### src/rtl/slu_pkg.sv
package slu_pkg;
  localparam int unsigned WORD_W = 32;
  localparam int unsigned LANE_W = 8;
  localparam int unsigned LANES = WORD_W / LANE_W;
  localparam int unsigned HALF_W = WORD_W / 2;
  localparam int unsigned HALVES = 2;
  localparam int unsigned LANE_IDX_W = $clog2(LANES);

  typedef enum logic [1:0] {
    SZ_BYTE = 2'b00,
    SZ_HALF = 2'b01,
    SZ_WORD = 2'b10
  } accSize_e;

  // strobes from control to datapath
  typedef struct packed {
    logic capture;  // latch request, form effective address
    logic issue;    // read strobe cycle
    logic load;     // memory data valid, latch extended result
    logic respond;  // result cycle
  } ctlStrobes_t;
endpackage

### src/rtl/slu_ctrl.sv
module slu_ctrl
  import slu_pkg::*;
(
  input  logic        clk,
  input  logic        rstN,
  input  logic        reqValid,
  input  logic        memRdValid,
  output logic        reqReady,
  output ctlStrobes_t ctl
);
  typedef enum logic [1:0] {
    ST_IDLE  = 2'b00,
    ST_ISSUE = 2'b01,
    ST_WAIT  = 2'b10,
    ST_RESP  = 2'b11
  } state_e;

  state_e state, stateNext;

  always_comb begin
    stateNext = state;
    unique case (state)
      ST_IDLE:  if (reqValid) stateNext = ST_ISSUE;
      ST_ISSUE: stateNext = ST_WAIT;
      ST_WAIT:  if (memRdValid) stateNext = ST_RESP;
      ST_RESP:  stateNext = ST_IDLE;
      default:  stateNext = ST_IDLE;
    endcase
  end

  always_ff @(posedge clk) begin
    if (!rstN) state <= ST_IDLE;
    else       state <= stateNext;
  end

  assign reqReady    = (state == ST_IDLE);
  assign ctl.capture = (state == ST_IDLE) && reqValid;
  assign ctl.issue   = (state == ST_ISSUE);
  assign ctl.load    = (state == ST_WAIT) && memRdValid;
  assign ctl.respond = (state == ST_RESP);
endmodule

### src/rtl/slu_datapath.sv
module slu_datapath
  import slu_pkg::*;
#(
  parameter int unsigned ADDR_W = 32,
  parameter int unsigned IMM_W  = 8
) (
  input  logic              clk,
  input  logic              rstN,
  input  ctlStrobes_t       ctl,
  input  logic [ADDR_W-1:0] reqBase,
  input  logic [ADDR_W-1:0] reqRegOffset,
  input  logic [IMM_W-1:0]  reqImm,
  input  logic              reqUseImm,
  input  logic [1:0]        reqSize,
  input  logic              reqSigned,
  input  logic              reqPcRel,
  input  logic [WORD_W-1:0] memRdData,
  output logic [ADDR_W-1:0] memAddr,
  output logic [WORD_W-1:0] resData
);
  localparam int unsigned PAD_W = ADDR_W - IMM_W;

  logic [ADDR_W-1:0] baseEff, immExt, immScaled, offsetSel, eaNext, eaQ;
  logic [1:0]        sizeQ;
  logic              signedQ;
  logic [WORD_W-1:0] resQ, extended;

  // address formation
  always_comb begin
    baseEff = reqBase;
    if (reqPcRel) baseEff[LANE_IDX_W-1:0] = '0;
    immExt = {{PAD_W{1'b0}}, reqImm};
    unique case (reqSize)
      SZ_BYTE: immScaled = immExt;
      SZ_HALF: immScaled = immExt << 1;
      default: immScaled = immExt << 2;
    endcase
    offsetSel = reqUseImm ? immScaled : reqRegOffset;
    eaNext    = baseEff + offsetSel;
  end

  always_ff @(posedge clk) begin
    if (!rstN) begin
      eaQ     <= '0;
      sizeQ   <= SZ_WORD;
      signedQ <= 1'b0;
    end else if (ctl.capture) begin
      eaQ     <= eaNext;
      sizeQ   <= reqSize;
      signedQ <= reqSigned;
    end
  end

  assign memAddr = {eaQ[ADDR_W-1:LANE_IDX_W], {LANE_IDX_W{1'b0}}};

  // lane split
  logic [LANE_W-1:0] lanes  [LANES];
  logic [HALF_W-1:0] halves [HALVES];

  for (genvar g = 0; g < LANES; g++) begin : gLane
    assign lanes[g] = memRdData[g*LANE_W +: LANE_W];
  end
  for (genvar h = 0; h < HALVES; h++) begin : gHalf
    assign halves[h] = memRdData[h*HALF_W +: HALF_W];
  end

  logic [LANE_W-1:0] byteSel;
  logic [HALF_W-1:0] halfSel;

  always_comb begin
    byteSel = lanes[eaQ[LANE_IDX_W-1:0]];
    halfSel = halves[eaQ[LANE_IDX_W-1]];
    unique case (sizeQ)
      SZ_BYTE: extended = {{(WORD_W-LANE_W){signedQ & byteSel[LANE_W-1]}}, byteSel};
      SZ_HALF: extended = {{(WORD_W-HALF_W){signedQ & halfSel[HALF_W-1]}}, halfSel};
      default: extended = memRdData;
    endcase
  end

  always_ff @(posedge clk) begin
    if (!rstN)         resQ <= '0;
    else if (ctl.load) resQ <= extended;
  end

  assign resData = resQ;
endmodule

### src/rtl/subword_load_unit.sv
module subword_load_unit
  import slu_pkg::*;
#(
  parameter int unsigned ADDR_W = 32,
  parameter int unsigned IMM_W  = 8
) (
  input  logic              clk,
  input  logic              rstN,
  input  logic              reqValid,
  output logic              reqReady,
  input  logic [ADDR_W-1:0] reqBase,
  input  logic [ADDR_W-1:0] reqRegOffset,
  input  logic [IMM_W-1:0]  reqImm,
  input  logic              reqUseImm,
  input  logic [1:0]        reqSize,
  input  logic              reqSigned,
  input  logic              reqPcRel,
  output logic              memReadEn,
  output logic [ADDR_W-1:0] memAddr,
  input  logic              memRdValid,
  input  logic [31:0]       memRdData,
  output logic              resValid,
  output logic [31:0]       resData
);
  ctlStrobes_t ctl;

  slu_ctrl u_ctrl (
    .clk        (clk),
    .rstN       (rstN),
    .reqValid   (reqValid),
    .memRdValid (memRdValid),
    .reqReady   (reqReady),
    .ctl        (ctl)
  );

  slu_datapath #(.ADDR_W(ADDR_W), .IMM_W(IMM_W)) u_dp (
    .clk          (clk),
    .rstN         (rstN),
    .ctl          (ctl),
    .reqBase      (reqBase),
    .reqRegOffset (reqRegOffset),
    .reqImm       (reqImm),
    .reqUseImm    (reqUseImm),
    .reqSize      (reqSize),
    .reqSigned    (reqSigned),
    .reqPcRel     (reqPcRel),
    .memRdData    (memRdData),
    .memAddr      (memAddr),
    .resData      (resData)
  );

  assign memReadEn = ctl.issue;
  assign resValid  = ctl.respond;
endmodule

### config.mk
export PLATFORM = sky130hd
export DESIGN_NAME = subword_load_unit
export DESIGN_NICKNAME = d
export VERILOG_FILES = /design/src/rtl/slu_pkg.sv /design/src/rtl/slu_ctrl.sv /design/src/rtl/slu_datapath.sv /design/src/rtl/subword_load_unit.sv
export SDC_FILE = /design/constraint.sdc
export NUM_CORES = 1
export LEC_CHECK = 0
export BUFFER_PORTS_ARGS = -buffer_cell sky130_fd_sc_hd__buf_4
export CORE_MARGIN = 2
export CORE_UTILIZATION = 52
export CTS_CLUSTER_SIZE = 30
export DETAILED_ROUTE_END_ITERATION = 8
export MAX_ROUTING_LAYER = met4
export PLACE_DENSITY = 0.82
export SYNTH_ARGS = -nofsm -noshare
export SYNTH_HDL_FRONTEND = slang
export SYNTH_SLANG_ARGS = --single-unit
### constraint.sdc
create_clock -name clk -period 4 [get_ports clk]
set_input_delay 0.2 -clock clk [delete_from_list [all_inputs] [get_ports clk]]
set_output_delay 0.2 -clock clk [all_outputs]
set_load 0.005 [all_outputs]
Yosys cells after proc, flatten, opt, wreduce, memory -nomap -nowiden
Cells that the tools add are included.
{"block": "totals", "ff_bits": 69, "input_bits": 113, "out_inout_bits": 67, "word_cells": 38}
{"block": "op_classes", "addsub": 1, "n_lt_le_gt_ge": 2, "n_eq_ne": 7, "mux": 13, "n_bitwise": 4, "reduce_logical": 6}
{"operator": "32-bit one-hot mux with 2 select lines", "count": 1}
{"operator": "16-bit 2-to-1 mux", "count": 3}
{"operator": "32-bit adder", "count": 1}
{"operator": "32-bit 2-to-1 mux", "count": 1}
{"operator": "10-bit one-hot mux with 2 select lines", "count": 1}
{"operator": "8-bit binary-select mux with 2-bit select", "count": 1}
{"operator": "8-bit 2-to-1 mux", "count": 2}
{"operator": "2-bit one-hot mux with 4 select lines", "count": 1}
{"operator": "2-bit by 1-bit == test with 1-bit output (second input constant)", "count": 3}
{"operator": "2-bit zero test", "count": 3}
{"operator": "2-bit 2-to-1 mux", "count": 3}
{"operator": "2-bit == test (second input constant)", "count": 2}
{"operator": "2-bit != test (second input constant)", "count": 2}
{"operator": "3-bit greater-or-equal comparator (second input constant)", "count": 1}
{"operator": "2-bit NOT with 3-bit output", "count": 1}
{"operator": "1-bit bitwise AND", "count": 2}
{"operator": "2-bit greater-or-equal comparator (second input constant)", "count": 1}
{"operator": "1-bit logical AND", "count": 2}
{"operator": "1-bit NOT with 2-bit output", "count": 1}
{"operator": "2-bit AND reduction", "count": 1}

Depth between registers and ports, before layout
{"block": "logic_depth", "ltp_word": 6, "mapped_depth": 13, "ltp_nobuf": 12}

Cells and area by module
From an unflattened synthesis, not the netlist that was laid out.
{"block": "hier_totals", "hier_cells": 639, "hier_area_um2": 5377.7}
{"mod": "slu_datapath", "n_inst": 1, "cells_each": 620, "area_each_um2": 5193.7, "seq_area_each_um2": 1341.3}
{"mod": "slu_ctrl", "n_inst": 1, "cells_each": 19, "area_each_um2": 183.9, "seq_area_each_um2": 40.0}

Worst setup path after synthesis
Ideal clock, no wire load.
{"block": "synth_path", "path_type": "input to register", "start": "input port reqSize[0]", "end": "register u_dp.eaQ[30]", "setup_time_ns": 0.127, "t_arrival_ns": 3.227, "required_time_ns": 3.873, "setup_slack_ns": 0.646, "path_stages": 12, "n_path_buf": 1, "path_cell_list": "clkbuf_1 mux2i_1 nor2_1 mux2_2 fa_1 a211oi_2 o21ai_2 o221a_4 a311o_2 a31oi_4 nor4_1 or3_1"}
{"block": "synth_between", "elab_chain_cells": 4, "elab_cells_between_ends": 5, "classes_between": "add/sub (1); eq/ne (1); mux (2); reduce/logical (1)"}
{"element": "start: declaration", "line": "subword_load_unit.sv:15", "text": "input logic [1:0] reqSize,"}
{"element": "2-bit by 1-bit == test with 1-bit output or 2-bit zero test (tied branches)", "line": "slu_datapath.sv:33", "text": "unique case (reqSize)"}
{"element": "10-bit one-hot mux with 2 select lines *", "line": "slu_datapath.sv:33"}
{"element": "32-bit 2-to-1 mux *", "line": "slu_datapath.sv:38", "text": "offsetSel = reqUseImm ? immScaled : reqRegOffset;"}
{"element": "32-bit adder *", "line": "slu_datapath.sv:39", "text": "eaNext = baseEff + offsetSel;"}
{"element": "end signal: assignment", "line": "slu_datapath.sv:48", "text": "eaQ <= eaNext;"}
{"element": "end: declaration", "line": "slu_datapath.sv:23", "text": "logic [ADDR_W-1:0] baseEff, immExt, immScaled, offsetSel, eaNext, eaQ;"}
Every way passes the cells marked *; elsewhere a longest branch is shown, timed or not.
A chain may end at the register's enable or synchronous reset.

Final worst setup path
{"block": "layout_path", "start": "input port reqUseImm", "end": "register u_dp.eaQ[30]"}
{"block": "layout_between", "elab_chain_cells": 2}
{"element": "start: declaration", "line": "subword_load_unit.sv:14", "text": "input logic reqUseImm,"}
{"element": "32-bit 2-to-1 mux", "line": "slu_datapath.sv:38"}
{"element": "32-bit adder", "line": "slu_datapath.sv:39"}
Every way passes these cells.

==> results by stage <==
Setup path:
- The largest individual stage delay along the critical path comes from the cell sky130_fd_sc_hd__fa_1.
- The setup path with the least slack is of type primary input to flip-flop.
- The longest individual stage delay on the worst path is about 0.5 ns.
- The endpoint identified for the worst register-to-register timing path is u_dp.eaQ[30]$_SDFFE_PN0P_.
- The kind of cell with the highest combined delay along the critical path is compound AO/OA/AOI/OAI gates.
- The critical path goes through buf_4 -> mux2_2 -> fa_1 -> a211oi_2 -> o21ai_2 -> o221a_4 -> a311o_2 -> a31oi_4 -> nor4_1 -> or3_1.
- The worst path buffer plus inverter count is 1.
- The worst reg2reg path startpoint is u_ctrl.state[0]$_SDFFE_PN0P_.
- The type of origin of the critical path is a primary input.
- Of all nets on the critical path, the largest fanout is 35.
- The arrival time at the worst endpoint is 3.18 ns.
- The number of cells traversed by the worst register-to-register path is 6.
- The required time at the worst-slack endpoint is approximately 4.2 ns.
- STA classifies the critical path endpoint as a flip-flop.
- The setup slack on the worst flop-to-flop path is 1.74 ns.

Global route:
- The pin count of the biggest net entering global routing is 63.
- The number of antenna violations at the first check in global routing was 0.
- The first global-routing pass estimated 25,500 um of wire.
- Global routing consumed, over all layers together, 28.47% of the routing resources.
- The via count of the first global-routing pass was 5,204.
- Global routing finished with a remaining overflow of 0.

Yosys:
- By area the synthesized netlist is led by sky130_fd_sc_hd__dfxtp_1 25%, sky130_fd_sc_hd__ha_1 7.9%, sky130_fd_sc_hd__nand2_1 6.7%.
- Counting flops and latches in the post-synthesis netlist gives between 60 and 70.
- Summed over all instances, the cell type with the most area after synthesis is sky130_fd_sc_hd__dfxtp_1.
- Counting flops with a built-in enable in the synthesized netlist gives 0.
- The top-area cell type share of the netlist area is about a quarter.
- The average cell area after synthesis is 7.713 um2.
- The netlist area before placement is ~0.0055 mm2.
- The Yosys step of the flow raised 0 warnings.
- In the synthesized netlist the async set-or-reset flop fraction comes to 0%.
- Among all flip-flop cells after synthesis, the most frequent one is sky130_fd_sc_hd__dfxtp_1.
- The most numerous cell in the Yosys netlist is sky130_fd_sc_hd__nand2_1.
- Synthesis produced 716 cells.
- Sequential cells were found to cover 25.01% of the synthesized design area.
- By count the netlist is led by 98 x sky130_fd_sc_hd__nand2_1, 70 x sky130_fd_sc_hd__o21ai_0, 69 x sky130_fd_sc_hd__dfxtp_1, 66 x sky130_fd_sc_hd__a21oi_1, 48 x sky130_fd_sc_hd__clkbuf_1.
- Counting distinct cell types in the post-synthesis netlist gives 66.

Clock network:
- The clock sink total is 69.
- The count of hold buffers inserted by post-cts repair is 0.
- In this run the deepest clock path goes through 2 buffers.
- The clock transition at the registers of the reported paths is 0.08 ns.
- Clock tree synthesis selected as its root buffer the cell sky130_fd_sc_hd__clkbuf_8.
- In this run, post-CTS repair resized a total of 0 instances.
- The H-tree depth reported by CTS is 3.
- Once the clock tree was built, the setup fixing pass inserted 0 buffers.
- The CTS tree is built.
- The number of CTS-inserted buffers is 9.
- Clock latency on the worst-skew pair, taken at its later pin, is between 0.3 and 0.4 ns.

STA:
- Derived from the worst setup path, the maximum achievable clock frequency is approximately 340 MHz.
- The max-slew violation count is 0.
- The final setup skew is 0.009503 ns.
- Setup repair after global routing left no endpoint under its margin.
- The total of endpoints with negative setup slack in the final report is 0.
- Of the available clock period, the critical path in the final layout requires 73.51%.
- The slew of the pin with the lowest slew margin is 0.7969 ns.
- The worst hold slack is 0.1119 ns.
- The setup slack after layout is 1.060 ns.
- The minimum period implied by the final worst setup slack is roughly 3 ns.
- The final sum of negative setup slack is 0 ns.
- The relative slew slack is 46.88%.
- The hold violation count in the final report is 0.

Routing:
- The detailed-router iteration count before antenna repair is 5.
- The routed length per instance is ~17 um.
- The DRC marker count from the first detailed-route iteration is around 320.
- The detailed-route wire length is about 16,000 um.
- The remaining design rule violation count is 0.
- Across all layers, the routed design uses 5,615 vias.
- After detailed routing, the number of vias per cell comes to 5.825.
- The detail route stage leaves a number of antenna-violating nets equal to 0.

Place:
- Summing all placed instances gives a cell area of between 0.006 and 0.007 mm2.
- The HPWL reported at the end of detailed placement is 12,330 um.
- The final RePlAce weighted congestion is 0.9722.
- In this run the tool buffered the top-level ports with roughly 180 buffer cells.
- The post-placement worst setup slack is 0.6941 ns.

Final layout:
- Of the cells placed in the final design, the portion with a size suffix greater than 1 is 27.54%.
- The final-stage net count is 972.
- The final standard cell utilization of the core is 66.22%.
- The area growth from synthesis to final layout is 23.79%.
- The total inserted antenna cells is 0.
- The cell area after layout is 0.006837 mm2.

Pwr:
- Per report_power, the sequential group accounts for 32.3% of the total.
- The largest voltage drop on the vdd net is roughly 0.23 mV.
- The analysis attributes to cell leakage a power of 3.264 nW.
- Per report_power, the combinational group accounts for 43.9% of the total.
- The clock share of power is 23.9%.
- Dividing total power by cell area gives a power density of roughly 440 mW/mm2.
- The internal power component is 0.001918 W.
- For this design the total switching power over the nets is 0.001093 W.
- Of the total power, the share spent switching nets is between 30% and 40%.

Die:
- From left edge to right edge, the die measures 107.1 um.
- The core region is between 0.01 and 0.015 mm2.
- The floorplan step defined a die boundary enclosing 0.01146 mm2.
- From bottom edge to top edge, the die measures 107.1 um.
- The starting utilization of the core area is approximately 53%.
- The placement row count is 37.
- 180 I/O pins were placed.

Run:
- Across the run, the number of max-cap violations was 0.

Status:
- The flow ran to the end, and the final reports show no timing, DRC or antenna violations.

Worst hold path:
- The worst hold path was traced through 3 stages.
- The type of the most critical hold path is primary input to flip-flop.
- In this run the most critical hold path is launched from memRdData[22].
- The path with the worst hold slack has its endpoint at u_dp.resData[22]$_SDFFE_PN0P_.
## cell type report
cell class | count | area [um2]
Clock buffer | 11 | 141.4
Clock inverter | 5 | 106.4
Fill cell | 904 | 3487
Inverter | 14 | 52.55
Multi-Input combinational cell | 548 | 3626
Sequential cell | 69 | 1381
Tap cell | 136 | 170.2
Timing Repair Buffer | 181 | 1359
## sequential cells by signal (all words and copies together) (netlist names)
| signal | count |
|---|---|
| u_dp.eaQ | 32 |
| u_dp.resData | 32 |
| u_ctrl.state | 2 |
| u_dp.sizeQ | 2 |
| u_dp.signedQ | 1 |
## power by group through the flow
stage / logic [W] / registers (W) / clock network (W)
after floorplan: 0.000897 / 0.000956 / 0
after global placement: 0.00128 / 0.000974 / 0
after detailed placement: 0.00131 / 0.000984 / 0
after CTS: 0.00132 / 0.000970 / 0.000725
after global routing: 0.00146 / 0.000991 / 0.000753
final: 0.00132 / 0.000971 / 0.000718
## worst min-delay path, stage by stage
cell and delay [ns]:
sky130_fd_sc_hd__buf_4 0.11, sky130_fd_sc_hd__nand2_1 0.05, sky130_fd_sc_hd__a21oi_1 0.06
## layer usage
layer  vias up  global-route usage (%)  routed length (um)
met5         -                       -                   0
met1      2630                   37.53                7086
li1       2740                       -                   -
met3        19                   4.438                1182
met4         0                   7.792                 257
met2       226                   45.52                7654
## placed cells by master (no fill, tap or decap), types with 12 or more instances in the layout
master	count
sky130_fd_sc_hd__a21o_1	16
sky130_fd_sc_hd__a21oi_1	66
sky130_fd_sc_hd__and2_1	17
sky130_fd_sc_hd__buf_4	181
sky130_fd_sc_hd__dfxtp_1	69
sky130_fd_sc_hd__ha_1	35
sky130_fd_sc_hd__inv_1	14
sky130_fd_sc_hd__mux2i_1	12
sky130_fd_sc_hd__nand2_1	98
sky130_fd_sc_hd__nand3_1	20
sky130_fd_sc_hd__nand4_1	16
sky130_fd_sc_hd__nor2_1	24
sky130_fd_sc_hd__nor2b_1	25
sky130_fd_sc_hd__o21ai_0	70
sky130_fd_sc_hd__xnor2_1	13
## kinds of logic after synthesis
logic type	Yosys count	synth area share, %
AND/OR/NAND/NOR	231	20.41
AO/OA/AOI/OAI	229	26.46
buffers and inverters	100	9.402
flip-flops	69	25.01
adder cells (fa/ha/maj)	36	8.292
multiplexers	28	6.865
XOR/XNOR	22	3.489
other	1	0.06790
## metrics by stage
stage / power, W / instances
6_report: 0.003012 / 964
2_1_floorplan: 0.001853 / 717
3_3_place_gp: 0.002258 / 948
3_5_place_dp: 0.002293 / 948
5_1_grt: 0.003206 / 964
4_1_cts: 0.003013 / 964
## worst max path at each step
| stage | from | endpoint | cells after the start |
|---|---|---|---|
| global route | reqSize[0] | u_dp.eaQ[30]$_SDFFE_PN0P_ | 12 |
| CTS | reqUseImm | u_dp.eaQ[30]$_SDFFE_PN0P_ | 10 |
| global placement | reqUseImm | u_dp.eaQ[30]$_SDFFE_PN0P_ | 10 |
| finish | reqUseImm | u_dp.eaQ[30]$_SDFFE_PN0P_ | 10 |
| floorplan | reqSize[0] | u_dp.eaQ[30]$_SDFFE_PN0P_ | 12 |
| detailed placement | reqUseImm | u_dp.eaQ[30]$_SDFFE_PN0P_ | 10 |
Power figures use the tool's default switching activity.
